<file path="config.mk">
export PLATFORM = sky130hd
export DESIGN_NAME = snoop_cache_ctrl
export DESIGN_NICKNAME = d
export VERILOG_FILES = /design/src/rtl/scc_pkg.sv /design/src/rtl/scc_line_store.sv /design/src/rtl/scc_snoop_unit.sv /design/src/rtl/scc_request_unit.sv /design/src/rtl/snoop_cache_ctrl.sv
export SDC_FILE = /design/constraint.sdc
export NUM_CORES = 1
export LEC_CHECK = 0
export ABC_AREA = 1
export BUFFER_PORTS_ARGS = -buffer_cell sky130_fd_sc_hd__buf_2
export CAP_MARGIN = 5
export CORE_ASPECT_RATIO = 1.75
export CORE_MARGIN = 8
export CORE_UTILIZATION = 57
export CTS_CLUSTER_DIAMETER = 200
export CTS_CLUSTER_SIZE = 10
export DETAILED_ROUTE_END_ITERATION = 6
export PLACE_DENSITY = 0.82
export RECOVER_POWER = 25
export SETUP_SLACK_MARGIN = 0.15
export SLEW_MARGIN = 0
export SYNTH_ARGS = -nofsm -noshare
export SYNTH_HDL_FRONTEND = slang
export SYNTH_SLANG_ARGS = --single-unit
</file>
<file path="constraint.sdc">
create_clock -name clk -period 3.2 [get_ports clk]
set_input_delay 0.64 -clock clk [delete_from_list [all_inputs] [get_ports clk]]
set_output_delay 0.64 -clock clk [all_outputs]
set_load 0.005 [all_outputs]
</file>
<file path="src/rtl/scc_pkg.sv">
package scc_pkg;
  typedef enum logic [1:0] {
    LS_INV = 2'b00,
    LS_SHR = 2'b01,
    LS_MOD = 2'b10
  } lstate_e;

  typedef enum logic [2:0] {
    BC_NONE  = 3'd0,
    BC_READ  = 3'd1,
    BC_READX = 3'd2,
    BC_UPGR  = 3'd3,
    BC_WBACK = 3'd4
  } bcmd_e;
endpackage

</file>
<file path="src/rtl/scc_line_store.sv">
module scc_line_store
  import scc_pkg::*;
#(
  parameter int LINES = 4,
  parameter int IW    = 2,
  parameter int TW    = 6,
  parameter int DW    = 32
) (
  input  logic          clk,
  input  logic          rst_n,
  input  logic [IW-1:0] a_idx,
  output lstate_e       a_state,
  output logic [TW-1:0] a_tag,
  output logic [DW-1:0] a_data,
  input  logic [IW-1:0] b_idx,
  output lstate_e       b_state,
  output logic [TW-1:0] b_tag,
  output logic [DW-1:0] b_data,
  input  logic          wr_en,
  input  logic [IW-1:0] wr_idx,
  input  lstate_e       wr_state,
  input  logic          wr_tag_en,
  input  logic [TW-1:0] wr_tag,
  input  logic          wr_data_en,
  input  logic [DW-1:0] wr_data
);
  lstate_e       st_q  [LINES];
  logic [TW-1:0] tag_q [LINES];
  logic [DW-1:0] dat_q [LINES];

  always_ff @(posedge clk or negedge rst_n) begin
    if (!rst_n) begin
      for (int i = 0; i < LINES; i++) begin
        st_q[i]  <= LS_INV;
        tag_q[i] <= '0;
        dat_q[i] <= '0;
      end
    end else if (wr_en) begin
      st_q[wr_idx] <= wr_state;
      if (wr_tag_en)  tag_q[wr_idx] <= wr_tag;
      if (wr_data_en) dat_q[wr_idx] <= wr_data;
    end
  end

  assign a_state = st_q[a_idx];
  assign a_tag   = tag_q[a_idx];
  assign a_data  = dat_q[a_idx];
  assign b_state = st_q[b_idx];
  assign b_tag   = tag_q[b_idx];
  assign b_data  = dat_q[b_idx];
endmodule

</file>
<file path="src/rtl/scc_snoop_unit.sv">
module scc_snoop_unit
  import scc_pkg::*;
#(
  parameter int TW = 6
) (
  input  logic          snp_valid,
  input  logic [2:0]    snp_cmd,
  input  logic [TW-1:0] snp_tag,
  input  lstate_e       l_state,
  input  logic [TW-1:0] l_tag,
  output logic          hit,
  output logic          flush,
  output logic          upd_en,
  output lstate_e       next_state
);
  logic is_rd, is_rdx, is_upg;

  always_comb begin
    is_rd  = (snp_cmd == BC_READ);
    is_rdx = (snp_cmd == BC_READX);
    is_upg = (snp_cmd == BC_UPGR);
    hit    = snp_valid && (l_state != LS_INV) && (l_tag == snp_tag);
    flush  = hit && (l_state == LS_MOD) && (is_rd || is_rdx);
    upd_en = hit && ((is_rd && l_state == LS_MOD) || is_rdx || is_upg);
    next_state = is_rd ? LS_SHR : LS_INV;
  end
endmodule

</file>
<file path="src/rtl/scc_request_unit.sv">
module scc_request_unit
  import scc_pkg::*;
#(
  parameter int IW = 2,
  parameter int TW = 6,
  parameter int DW = 32
) (
  input  logic             core_we,
  input  logic [IW-1:0]    core_idx,
  input  logic [TW-1:0]    core_tag,
  input  lstate_e          l_state,
  input  logic [TW-1:0]    l_tag,
  input  logic [DW-1:0]    l_data,
  output logic             local_ok,
  output bcmd_e            cmd,
  output logic [TW+IW-1:0] cmd_addr,
  output logic [DW-1:0]    cmd_wdata
);
  logic hit;

  always_comb begin
    hit       = (l_state != LS_INV) && (l_tag == core_tag);
    local_ok  = hit && (!core_we || l_state == LS_MOD);
    cmd       = BC_NONE;
    cmd_addr  = {core_tag, core_idx};
    cmd_wdata = '0;
    if (!local_ok) begin
      if (!hit && l_state == LS_MOD) begin
        cmd       = BC_WBACK;
        cmd_addr  = {l_tag, core_idx};
        cmd_wdata = l_data;
      end else if (!hit) begin
        cmd = core_we ? BC_READX : BC_READ;
      end else begin
        cmd = BC_UPGR;
      end
    end
  end
endmodule

</file>
<file path="src/rtl/snoop_cache_ctrl.sv">
module snoop_cache_ctrl
  import scc_pkg::*;
#(
  parameter int AW    = 8,
  parameter int DW    = 32,
  parameter int LINES = 4
) (
  input  logic          clk,
  input  logic          rst_n,
  input  logic          core_req,
  input  logic          core_we,
  input  logic [AW-1:0] core_addr,
  input  logic [DW-1:0] core_wdata,
  output logic          core_ready,
  output logic [DW-1:0] core_rdata,
  output logic          bus_req,
  input  logic          bus_gnt,
  output logic [2:0]    bus_cmd,
  output logic [AW-1:0] bus_addr,
  output logic [DW-1:0] bus_wdata,
  input  logic [DW-1:0] bus_rdata,
  input  logic          snp_valid,
  input  logic [2:0]    snp_cmd,
  input  logic [AW-1:0] snp_addr,
  output logic          snp_flush,
  output logic [DW-1:0] snp_data
);
  localparam int IW = $clog2(LINES);
  localparam int TW = AW - IW;

  function automatic logic [IW-1:0] idx_of(input logic [AW-1:0] a);
    return a[IW-1:0];
  endfunction

  function automatic logic [TW-1:0] tag_of(input logic [AW-1:0] a);
    return a[AW-1:IW];
  endfunction

  lstate_e       c_state, s_state, snp_next, wr_state;
  logic [TW-1:0] c_tag, s_tag, wr_tag;
  logic [DW-1:0] c_data, s_data, wr_data;
  logic [IW-1:0] wr_idx;
  logic          wr_en, wr_tag_en, wr_data_en;
  logic          local_ok, snp_hit, snp_upd, own_grant;
  bcmd_e         req_cmd;
  logic [AW-1:0] req_addr;
  logic [DW-1:0] req_wdata;

  scc_line_store #(.LINES(LINES), .IW(IW), .TW(TW), .DW(DW)) u_store (
    .clk(clk), .rst_n(rst_n),
    .a_idx(idx_of(core_addr)), .a_state(c_state), .a_tag(c_tag), .a_data(c_data),
    .b_idx(idx_of(snp_addr)),  .b_state(s_state), .b_tag(s_tag), .b_data(s_data),
    .wr_en(wr_en), .wr_idx(wr_idx), .wr_state(wr_state),
    .wr_tag_en(wr_tag_en), .wr_tag(wr_tag),
    .wr_data_en(wr_data_en), .wr_data(wr_data)
  );

  scc_snoop_unit #(.TW(TW)) u_snoop (
    .snp_valid(snp_valid), .snp_cmd(snp_cmd), .snp_tag(tag_of(snp_addr)),
    .l_state(s_state), .l_tag(s_tag),
    .hit(snp_hit), .flush(snp_flush), .upd_en(snp_upd), .next_state(snp_next)
  );

  scc_request_unit #(.IW(IW), .TW(TW), .DW(DW)) u_req (
    .core_we(core_we), .core_idx(idx_of(core_addr)), .core_tag(tag_of(core_addr)),
    .l_state(c_state), .l_tag(c_tag), .l_data(c_data),
    .local_ok(local_ok), .cmd(req_cmd), .cmd_addr(req_addr), .cmd_wdata(req_wdata)
  );

  assign core_ready = core_req && local_ok && !snp_valid;
  assign core_rdata = c_data;
  assign bus_req    = core_req && !local_ok;
  assign bus_cmd    = bus_req ? req_cmd : BC_NONE;
  assign bus_addr   = bus_req ? req_addr : '0;
  assign bus_wdata  = bus_req ? req_wdata : '0;
  assign own_grant  = bus_req && bus_gnt;
  assign snp_data   = snp_flush ? s_data : '0;

  // Update order: a snooped transaction first, then this core's granted
  // transaction, then a local store hit.
  always_comb begin
    wr_en      = 1'b0;
    wr_idx     = idx_of(core_addr);
    wr_state   = c_state;
    wr_tag_en  = 1'b0;
    wr_tag     = tag_of(core_addr);
    wr_data_en = 1'b0;
    wr_data    = bus_rdata;
    if (snp_upd) begin
      wr_en    = 1'b1;
      wr_idx   = idx_of(snp_addr);
      wr_state = snp_next;
    end else if (own_grant) begin
      wr_en = 1'b1;
      case (req_cmd)
        BC_WBACK: wr_state = LS_INV;
        BC_READ: begin
          wr_state = LS_SHR; wr_tag_en = 1'b1; wr_data_en = 1'b1;
        end
        BC_READX: begin
          wr_state = LS_MOD; wr_tag_en = 1'b1; wr_data_en = 1'b1;
        end
        BC_UPGR: wr_state = LS_MOD;
        default: wr_en = 1'b0;
      endcase
    end else if (core_ready && core_we) begin
      wr_en      = 1'b1;
      wr_state   = LS_MOD;
      wr_data_en = 1'b1;
      wr_data    = core_wdata;
    end
  end
endmodule

</file>
Yosys cells after proc, flatten, opt, wreduce, memory -nomap -nowiden:

Cells that the tools add are included.

* register bits: 160

* $lt $le $gt $ge: 4
* bitwise logic cells: 3
* reduce and logical (&&, ||, !) cells: 30
* muxes and demuxes: 57
* eq/ne operators: 11

Operator list (number)
* 32-bit 2-to-1 mux: 12
* 32-bit binary-select mux with 2-bit select: 2
* 128-bit bitwise mux: 1
* 32-bit demux with 2-bit select: 1
* 6-bit 2-to-1 mux: 5
* 6-bit binary-select mux with 2-bit select: 2
* 24-bit bitwise mux: 1
* 8-bit 2-to-1 mux: 3
* 2-bit 2-to-1 mux: 10
* 1-bit logical AND: 15
* 6-bit demux with 2-bit select: 1
* 3-bit by 2-bit == test with 1-bit output, second input constant: 4
* 6-bit == test: 2
* 3-bit 2-to-1 mux: 4
* 1-bit 2-to-1 mux: 10
* 3-bit >= comparator, second input constant: 3
* 2-bit NOT with 3-bit output: 3
* 2-bit binary-select mux with 2-bit select: 2
* 8-bit bitwise mux: 1
* 3-bit by 1-bit == test with 1-bit output, second input constant: 2
* 2-bit case mux with 3 select lines: 1
* 2-bit demux with 2-bit select: 1
* 2-bit == test, second input constant: 2
* 1-bit zero test: 4
* other kinds (7): 13

Depth between registers and ports, before layout:

Gate-level depths: netlist of run 1.

* word-level depth: 16
* mapped depth: 20
* mapped depth without buffers: 17

By module:

A second synthesis of run 1 with hierarchy kept.

* cells, all modules: 1971
* area, all modules: 11377.2 um^2

By module, submodules not included
* scc_line_store: instances 1, sequential area each 4003.8 um^2, cells each 1483, area an instance 9392.8 um^2
* snoop_cache_ctrl: instances 1, sequential area each 0.0 um^2, cells each 307, area an instance 1203.7 um^2
* scc_request_unit: instances 1, sequential area each 0.0 um^2, cells each 131, area an instance 554.3 um^2
* scc_snoop_unit: instances 1, sequential area each 0.0 um^2, cells each 50, area an instance 226.5 um^2

Worst setup path before layout of run 1:

Ideal clock, no wire load.

* path kind: input-to-output
* start point: in core_addr[0]
* end point: out bus_wdata[10]
* stages: 15
* path slack: 0.285 ns
* arrival time: 2.275 ns
* cell sequence: buf_4 -> inv_4 -> buf_6 -> nand2_1 -> nand3_1 -> nand2_1 -> xor2_1 -> nand3_1 -> nor2_4 -> nor2_1 -> inv_1 -> nor2_1 -> inv_1 -> clkbuf_1 -> nor2_1

* word-level cells in the longest chain between the ends: 11
* elaborated cells on any way between the ends: 23
* classes of those cells: eq/ne (2); mux (12); bitwise (1); reduce/logical (8)

Ends and longest elaborated chain
* start, declared: RTL line snoop_cache_ctrl.sv:12 `input logic [AW-1:0] core_addr,`
* 2-bit NOT with 3-bit output (not written as such) (*): RTL line scc_line_store.sv:45, scc_line_store.sv:46, scc_line_store.sv:47
* 6-bit binary-select mux with 2-bit select or 2-bit binary-select mux with 2-bit select (tied branches): RTL line scc_line_store.sv:46, scc_line_store.sv:45
* 6-bit 2-to-1 mux (not written as such) or 2-bit 2-to-1 mux (tied branches) (2 in series): RTL line scc_line_store.sv:46, scc_line_store.sv:45
* 6-bit == test or 2-bit nonzero test (tied branches): RTL line scc_request_unit.sv:22 `hit = (l_state != LS_INV) && (l_tag == core_tag);`
* 1-bit logical AND: RTL line scc_request_unit.sv:22
* 1-bit zero test: RTL line scc_request_unit.sv:28 `if (!hit && l_state == LS_MOD) begin`
* 1-bit logical AND: RTL line scc_request_unit.sv:28
* 32-bit 2-to-1 mux: RTL line scc_request_unit.sv:28
* 32-bit 2-to-1 mux: RTL line scc_request_unit.sv:27 `if (!local_ok) begin`
* 32-bit 2-to-1 mux (*): RTL line snoop_cache_ctrl.sv:75 `assign bus_wdata = bus_req ? req_wdata : '0;`
* end, declared: RTL line snoop_cache_ctrl.sv:20 `output logic [DW-1:0] bus_wdata,`

Every way passes the cells marked *; elsewhere a longest branch is shown, timed or not. The select of a mux whose other input is x is not followed.

Final worst setup path of run 1:

* start point: in snp_addr[0]
* end point: out snp_data[28]

* word-level cells in the longest chain between the ends: 10
* elaborated cells on any way between the ends: 18
* classes of those cells: eq/ne (2); mux (10); bitwise (1); reduce/logical (5)

Ends and longest elaborated chain
* start, declared: RTL line snoop_cache_ctrl.sv:24 `input logic [AW-1:0] snp_addr,`
* 2-bit NOT with 3-bit output (not written as such) (*): RTL line scc_line_store.sv:48, scc_line_store.sv:49, scc_line_store.sv:50
* branches (longest 8 deep; another with 6-bit binary-select mux with 2-bit select)
* 32-bit 2-to-1 mux (*): RTL line snoop_cache_ctrl.sv:77 `assign snp_data = snp_flush ? s_data : '0;`
* end, declared: RTL line snoop_cache_ctrl.sv:26 `output logic [DW-1:0] snp_data`

Every way passes the cells marked *. The select of a mux whose other input is x is not followed.

==> results, run 1 <==
- The longest clock path from root to sink contains 2 buffers.
- The largest stage delay on the critical path is 0.24 ns.
- The horizontal die dimension is 118 um.
- The wire length of the first global-routing pass is 58900 um.
- The layout cell share with drive strength beyond 1 is 30.9%.
- The count of TritonRoute iterations in the first routing pass is 7.
- STA puts the critical path data required time at 2.56 ns.
- Setup repair after global routing could not meet its margin everywhere.
- Clock tree synthesis found a total of 160 sinks.
- The sum of net half-perimeters after detailed placement is 24600 um.
- The worst setup path is of the primary input to output port kind.
- Compared with the post-synthesis result, the final layout area differs by 28.3%.
- Wires add up to around 39000 um.
- The maximum fanout encountered on the critical timing path is 8.
- The total congestion overflow is 0.
- The total of buffers placed on input and output ports is 198.
- The combinational fraction of design power is a little under a third.
- Entering global routing, the biggest net connects 70 pins.
- The initial antenna violation count is 1.
- The post-synthesis sequential element count is 160.
- Summing every instance area after synthesis gives 10400 sq um.
- The via count of the routed design is approximately 12k.
- The final setup skew is 0.0121 ns.
- The number of synthesis warnings is 0.
- Setup violations remaining at the end of the flow were counted as 7.
- After the first detailed-routing iteration, the DRC count stood at 1604.
- The final net count is 1826.
- The average instance area after synthesis is 6.82 sq um.
- The internal power summed over all cells is between 4000 and 5000 uW.
- The number of instances in the placed design is 1932.
- The initial standard-cell utilization of the core is between 50% and 60%.
- The run finished, with violations left.
- At the later pin of the worst-skew pair, clock insertion delay measures 0.43 ns.
- STA classifies the critical path startpoint as a primary input.
- The worst slew margin relative to its limit is -16.0%.
- The path class of the tightest hold or removal check is flip-flop to flip-flop.
- STA classifies the critical path endpoint as an output port.
- The total power density per cell area is 543 nW/um^2.
- For this run, the top clock speed supported by timing is 310 MHz.
- The part of the total power dissipated in sequential elements is between 40% and 50%.
- In the routed design, unresolved DRC markers number 0.
- In this run the remaining antenna-violating nets after routing total 0.
- The fraction of the yosys area taken by sequential cells is 38.6%.
- The slowest stage of the critical path belongs to the cell sky130_fd_sc_hd__buf_12.
- Synthesis produced a netlist with a net count of around 1.6k.
- The final count of pins violating max slew is 65.
- Counting stages on the worst path, the most repeated cell is sky130_fd_sc_hd__nand2_1.
- The leading cell type in the layout, fill and taps excluded is sky130_fd_sc_hd__nand2_1.
- The tool flagged a number of max-cap violations equal to 1.
- The CTS tree is yes.
- The count of placed standard cells in the final layout, fillers left out is 1985.
- Across all setup checks in the final design, the least slack found is -0.0258 ns.
- The final period utilization is 101%.
- TritonCTS created 17 clock buffers.
- The number of cells on the worst reg-to-reg path is 16.
- The number of cells produced by synthesis is 1522.
- The average wire per standard cell is 19.8 um.
- Row generation in the floorplan step produced 65 rows.
- The average vias per placed instance is 6.16.
- Across the VDD grid, the largest voltage drop is between 300 and 400 uV.
- The clock network burns 27.2% of the power.
- The checks that failed: capacitance limit, slew limit, setup timing.
- The H-tree level count is 4.
- The cell sitting at the root of the clock tree is a sky130_fd_sc_hd__clkbuf_16.
- After clock tree synthesis, the clock-pin slew on the worst setup and hold paths is about 0.060 ns.
- 199 I/O pins were placed.
- The die outline area is between 20000 and 25000 sq um.
- After clock tree synthesis, the flow added hold-fix buffers numbering 0.
- The height of the chip is 195 um.
- For this design the total switching power over the nets is 2740 uW.
- The arrival time at the worst endpoint is 2.59 ns.
- Routability-driven placement finished with a final weighted congestion of 0.952.
- In the layout the commonest cells are sky130_fd_sc_hd__nand2_1, sky130_fd_sc_hd__buf_2, sky130_fd_sc_hd__nand3_1, sky130_fd_sc_hd__dfrtp_1, sky130_fd_sc_hd__nor2_1.
- The core region is between 15000 and 20000 sq um.
- Synthesis instantiated 32 different standard cells from the library.
- The static leakage is 0.00720 uW.
- For the pin with the worst max-slew slack, the measured transition is 1.74 ns.
- Overall power consumption after layout is estimated at between 7000 and 8000 uW.
- In this run switching power makes up 37.8% of total power.
- The number of global-route vias before repair is approximately 12k.
- The signal on the critical path passes through buf_12, buf_12, nand2_1, nand3_1, nand2_1, nand2_1, nand2_1, nand3_2, nor2_4, nand3_4, buf_12, a221oi_2, buf_4, buf_6.
- The global router's overall resource usage is 31.5%.
- The final critical path time including I/O delays and setup is 3.23 ns.
- Along the worst hold path, the cell count comes to 2.
- The count of endpoints failing hold in the final timing report came to 0.
kinds of logic (layout without fill, tap and decap cells):
logic type                Yosys count  count (layout)  synth area share (%)
and+or+nand+nor                   947             947                  39.7
buffers and inverters             206             434                  8.76
AOI/OAI and AO/OA                 205             205                  12.5
DFF                               160             160                  38.6
xor gates and xnor gates            4               4                 0.410
other                               0               1                     0
synth_stat cells, drive strengths merged:
master / number / area (sq um)
nor4: 1 / 6.26
nor3: 2 / 10.0
o21ai: 68 / 374
and2: 1 / 6.26
nor2: 119 / 484
xnor2: 1 / 8.76
buf: 55 / 338
a211oi: 1 / 7.51
inv: 99 / 377
dfrtp: 160 / 4000
nand3: 184 / 931
a21oi: 72 / 360
nand4: 3 / 25.0
nand2: 537 / 2030
nor2b: 1 / 6.26
or2: 96 / 601
nand3b: 3 / 22.5
clkbuf: 52 / 195
a221oi: 32 / 280
a32oi: 32 / 280
xor2: 3 / 33.8
critical path: cells and delay by family:
kind	cells	cell delay, ns
buffers and inverters	5	0.73
AO/OA/AOI/OAI	1	0.18
AND/OR/NAND/NOR	8	1.02
registers in the layout, indices dropped and copies added (netlist names):
register,count
u_store.dat_q,128
u_store.tag_q,24
u_store.st_q,8
power by group through the flow:
stage	clock, uW	sequential [uW]	combinational [uW]
final	1960	3070	2200
after global routing	2050	3110	2450
after CTS	1970	3020	1990
after detailed placement	0	3040	1940
after global placement	0	3030	1870
after floorplan	0	2890	1330
metal layers:
metal  up-vias  global-route usage (%)  share of wire, %
met1      5700                    33.3                33
li1       5373                       -                 -
met3       258                    7.17                10
met2       899                    54.8                49
met5         -                       0                 0
met4         0                    21.4               7.4
final timing paths:
check / from / end / slack [ns]
max in group asynchronous: rst_n / u_store.dat_q[65]$_DFFE_PN0P_ / 0.64
worst max-delay path: snp_addr[0] / snp_data[28] / -0.03
min in group asynchronous: rst_n / u_store.dat_q[72]$_DFFE_PN0P_ / 0.64
worst min-delay path: u_store.dat_q[0]$_DFFE_PN0P_ / u_store.dat_q[0]$_DFFE_PN0P_ / 0.50
worst min register to register: u_store.dat_q[0]$_DFFE_PN0P_ / u_store.dat_q[0]$_DFFE_PN0P_ / 0.50
worst max register to register: u_store.tag_q[20]$_DFFE_PN0P_ / u_store.dat_q[113]$_DFFE_PN0P_ / 0.59
what timing repair did:
item	CTS	global route
gates resized for setup	18	110
pin swaps	0	17
setup buffers	0	11
gates cloned	2	7
setup endpoints to repair	71	72
layout make-up:
type | instances | area, sq um
repair buffers | 303 | 2150
inverters | 99 | 403
diodes | 1 | 2.50
fillers | 1385 | 4650
well taps | 234 | 293
multi-input cells | 1156 | 5920
clock inverters | 14 | 119
flip-flops and latches | 160 | 4000
clock buffers | 18 | 429
per-stage QoR:
step | hold WS, ns | util (%) | instance area, sq um | TNS (ns) | setup WS, ns
2_1_floorplan | 0.344 | - | 10400 | 0 | 0.285
3_3_place_gp | 0.468 | 66.4 | 11900 | -0.0146 | -0.0146
3_5_place_dp | 0.476 | 66.4 | 11900 | -0.258 | -0.112
4_1_cts | 0.225 | 70.3 | 12600 | 0 | 0.0979
5_1_grt | 0.508 | 74.1 | 13300 | -0.461 | -0.0488
6_report | 0.497 | 74.1 | 13300 | -0.0758 | -0.0258
Note: power is estimated with default switching activity, not from simulation.
==> inputs of run 2 (changes only) <==
--- a/config.mk
+++ b/config.mk
@@ -16,7 +16,6 @@
 export DETAILED_ROUTE_END_ITERATION = 6
 export PLACE_DENSITY = 0.82
 export RECOVER_POWER = 25
-export SETUP_SLACK_MARGIN = 0.15
 export SLEW_MARGIN = 0
 export SYNTH_ARGS = -nofsm -noshare
 export SYNTH_HDL_FRONTEND = slang
==> run 2 against run 1 <==
Net effect:
- register-to-register slack barely moved
- setup slack improved by 0.10 ns
- sequential power about the same
- the flow finishes with violations (capacitance limit, slew limit)
- worst hold slack got worse by 0.0049 ns
- sequential cell count is the same
- first-iteration DRC count shrank 12%
- power down 2.3%
==> results, run 2 (synthesis gave the netlist of run 1 again) <==
- The run finished, with violations left.
- The checks that failed: capacitance limit, slew limit.
- STA classifies the critical path startpoint as a primary input.
- The initial antenna violation count is 0.
- Entering global routing, the biggest net connects 70 pins.
- The number of buffer and inverter stages on the critical path is 4.
- The worst supply voltage drop on vdd is 395 uV.
- The die outline area is 23000 sq um.
- The synthesis-to-finish area growth is 22.7%.
- Global routing finished with a remaining overflow of 0.
- The buffer depth of the longest clock path is 2.
- The worst setup path is of the primary input to output port kind.
- The library cells used most frequently in the layout, excluding fill and tap cells, are sky130_fd_sc_hd__nand2_1, sky130_fd_sc_hd__buf_2, sky130_fd_sc_hd__nand3_1, sky130_fd_sc_hd__dfrtp_1, sky130_fd_sc_hd__nor2_1.
- The first global-routing pass estimated 58600 um of wire.
- For this design the total switching power over the nets is 2620 uW.
- After clock tree synthesis, the clock-pin slew on the worst setup and hold paths is about 0.06 ns.
- Walking the worst path, the cells encountered are buf_2, buf_12, nand2_1, nand3_1, nand2_2, xor2_2, nand3_1, nor2_4, nand3_2, buf_8, a221oi_2, buf_2.
- Once placement completed, the tool counted placed cells totaling between 1.5k and 2k.
- After detailed routing, the number of vias per cell comes to 6.02.
- The internal power summed over all cells is 4440 uW.
- Before antenna repair, the detailed router went through 7 iterations.
- The clock tree root driver cell is sky130_fd_sc_hd__clkbuf_16.
- The residual antenna-violating net count after detailed routing is 0.
- Global routing used 31.3% of the available tracks.
- Hold timing on the final database bottoms out at a slack of 0.492 ns.
- The element type at the critical path end is an output port.
- The endpoint required time on the critical path is 2.56 ns.
- Of the total power, the share spent switching nets is 37.1%.
- At the worst endpoint, the arrival time is roughly 2.5 ns.
- The kind of cell with the highest combined delay on the critical path is buffers and inverters.
- The top-level port count is 199.
- The largest registers in the layout are u_store.dat_q: 128 flops, u_store.tag_q: 24 flops, u_store.st_q: 8 flops.
- Summing over every cut layer, the via total after detailed routing is 11.9k.
- The register with the most flip-flops in the layout has ~130 of them.
- The number of remaining DRC errors is 0.
- Headroom to the max-slew limit came out at -15.9%.
- The share of total power dissipated in sequential elements is 43.2%.
- TritonCTS built the clock tree.
- Row generation in the floorplan step produced 65 rows.
- The final net count is 1810.
- For this design, the CTS-stage hold fixing added 0 buffers.
- The final period utilization is between 90% and 100%.
- Power spread over the standard cell area amounts to 555 nW/um^2.
- The number of max-capacitance violations reported is 1.
- The core footprint is ~18000 sq um.
- After routing, the total negative slack on setup checks comes to 0 ns.
- The number of global-route vias before repair is 11.7k.
- The count of endpoints failing hold in the final timing report is 0.
- Across the routed clock network, the largest skew measured is 0.0131 ns.
- The antenna diode instance count is 0.
- The final critical path time including I/O delays and setup is 3.12 ns.
- In this run the worst path has a maximum fanout of 18.
- The total of buffers placed on input and output ports is 198.
- The library cell used most frequently in the layout, excluding fill and tap cells, is sky130_fd_sc_hd__nand2_1.
- Setup repair after global routing could not meet its margin everywhere.
- The clock buffer count from CTS is 17.
- The final count of pins violating max slew was 65.
- CTS built an H-tree with a depth of 4.
- Summed over all cells, the static leakage comes to 0.00699 uW.
- Setup violations remaining at the end of the flow were counted as 0.
- Dividing the detail-routed wire length by the instance count gives 18.9 um.
- The largest stage delay on the critical path is around 0.28 ns.
- The standard cell with the maximum stage delay on the critical path is sky130_fd_sc_hd__a221oi_2.
- The final design utilization is 70.9%.
- The sum of internal, switching and leakage power is 7070 uW.
- The tree built by TritonCTS fans out to 160 sinks.
- The height of the chip is 195 um.
- The count of placed standard cells in the final layout, fillers left out is 1968.
- Once the floorplan was initialized, standard cells occupied 57.7% of the core.
- The first routing iteration left 1419 violations.
- After legalization and detailed placement, the total HPWL measured 24600 um.
- The actual slew at the worst max-slew pin is 1.74 ns.
- Combinational logic is responsible for 29.0% of the overall power.
- The maximum frequency from static timing analysis is 320 MHz.
- The clock insertion delay at the later pin of the skew report is 0.44 ns.
- Buffers added to address setup during post-CTS repair amount to 0.
- Of the cells placed in the final design, the portion with a size suffix greater than 1 is 27.0%.
- The path type of the worst min-delay path is flip-flop to flip-flop.
- The overall routed net length is 37200 um.
- The routability congestion estimate from global placement is 0.952.
- In this run, the clock network consumes 27.8% of the power.
- The die is approximately 120 um wide.
- u_store.dat_q holds more flip-flops than any other register.
[run 2: path summary, 6_finish.rpt]
path	from	endpoint	slack, ns	depth (start not counted)
worst max-delay path	snp_addr[0]	snp_data[15]	0.08	12
worst min-delay path	u_store.dat_q[86]$_DFFE_PN0P_	u_store.dat_q[86]$_DFFE_PN0P_	0.49	2
max in group asynchronous	rst_n	u_store.dat_q[93]$_DFFE_PN0P_	0.64	2
min in group asynchronous	rst_n	u_store.dat_q[72]$_DFFE_PN0P_	0.64	1
worst max register to register	u_store.st_q[6]$_DFFE_PN0P_	u_store.dat_q[113]$_DFFE_PN0P_	0.59	15
worst min register to register	u_store.dat_q[86]$_DFFE_PN0P_	u_store.dat_q[86]$_DFFE_PN0P_	0.49	2
[run 2: area by class of cell]
| class | instances | area, sq um |
|---|---|---|
| Tap cell | 234 | 293 |
| Clock inverter | 14 | 119 |
| Multi-Input combinational cell | 1156 | 5630 |
| Timing Repair Buffer | 287 | 1880 |
| Sequential cell | 160 | 4000 |
| Inverter | 99 | 388 |
| Clock buffer | 18 | 429 |
| Fill cell | 1520 | 5230 |
[run 2: worst register-to-register path: stages (launching register included)]
cell and delay (ns):
sky130_fd_sc_hd__dfrtp_1 0.45, sky130_fd_sc_hd__nand2_1 0.10, sky130_fd_sc_hd__nand3_1 0.09, sky130_fd_sc_hd__buf_4 0.14
sky130_fd_sc_hd__a21oi_1 0.23, sky130_fd_sc_hd__buf_4 0.16, sky130_fd_sc_hd__nand2_1 0.04, sky130_fd_sc_hd__nand2_1 0.19
sky130_fd_sc_hd__nand2_2 0.13, sky130_fd_sc_hd__nand2_1 0.09, sky130_fd_sc_hd__nand2_2 0.09, sky130_fd_sc_hd__nor2_4 0.26
sky130_fd_sc_hd__nand2_1 0.15, sky130_fd_sc_hd__buf_4 0.23, sky130_fd_sc_hd__nand2_1 0.08, sky130_fd_sc_hd__nand2_1 0.06
[run 2: per-stage QoR]
step | area (sq um) | setup slack [ns]
after detailed placement | 11900 | -0.112
after floorplan | 10400 | 0.285
after global placement | 11900 | -0.0146
after global routing | 12700 | 0.00273
after CTS | 12600 | 0.00356
final | 12700 | 0.0788
[run 2: power by group through the flow]
| stage | combinational (uW) | clock [uW] | sequential [uW] |
|---|---|---|---|
| floorplan | 1330 | 0 | 2890 |
| global placement | 1870 | 0 | 3030 |
| detailed placement | 1940 | 0 | 3040 |
| CTS | 1970 | 1970 | 3020 |
| global route | 2290 | 2050 | 3100 |
| finish | 2050 | 1970 | 3050 |
[run 2: repair_timing]
| item | in CTS | in global routing |
|---|---|---|
| endpoints found under the setup margin | 10 | 71 |
| cloned | 2 | 2 |
| resized for setup | 4 | 33 |
[run 2: metal layers]
layer / global-route usage (%) / vias up / wire (um)
li1: - / 5359 / -
met1: 33.3 / 5483 / 12800
met2: 54.5 / 827 / 18500
met3: 6.82 / 183 / 3670
met4: 21.2 / 0 / 2310
met5: 0 / - / 0
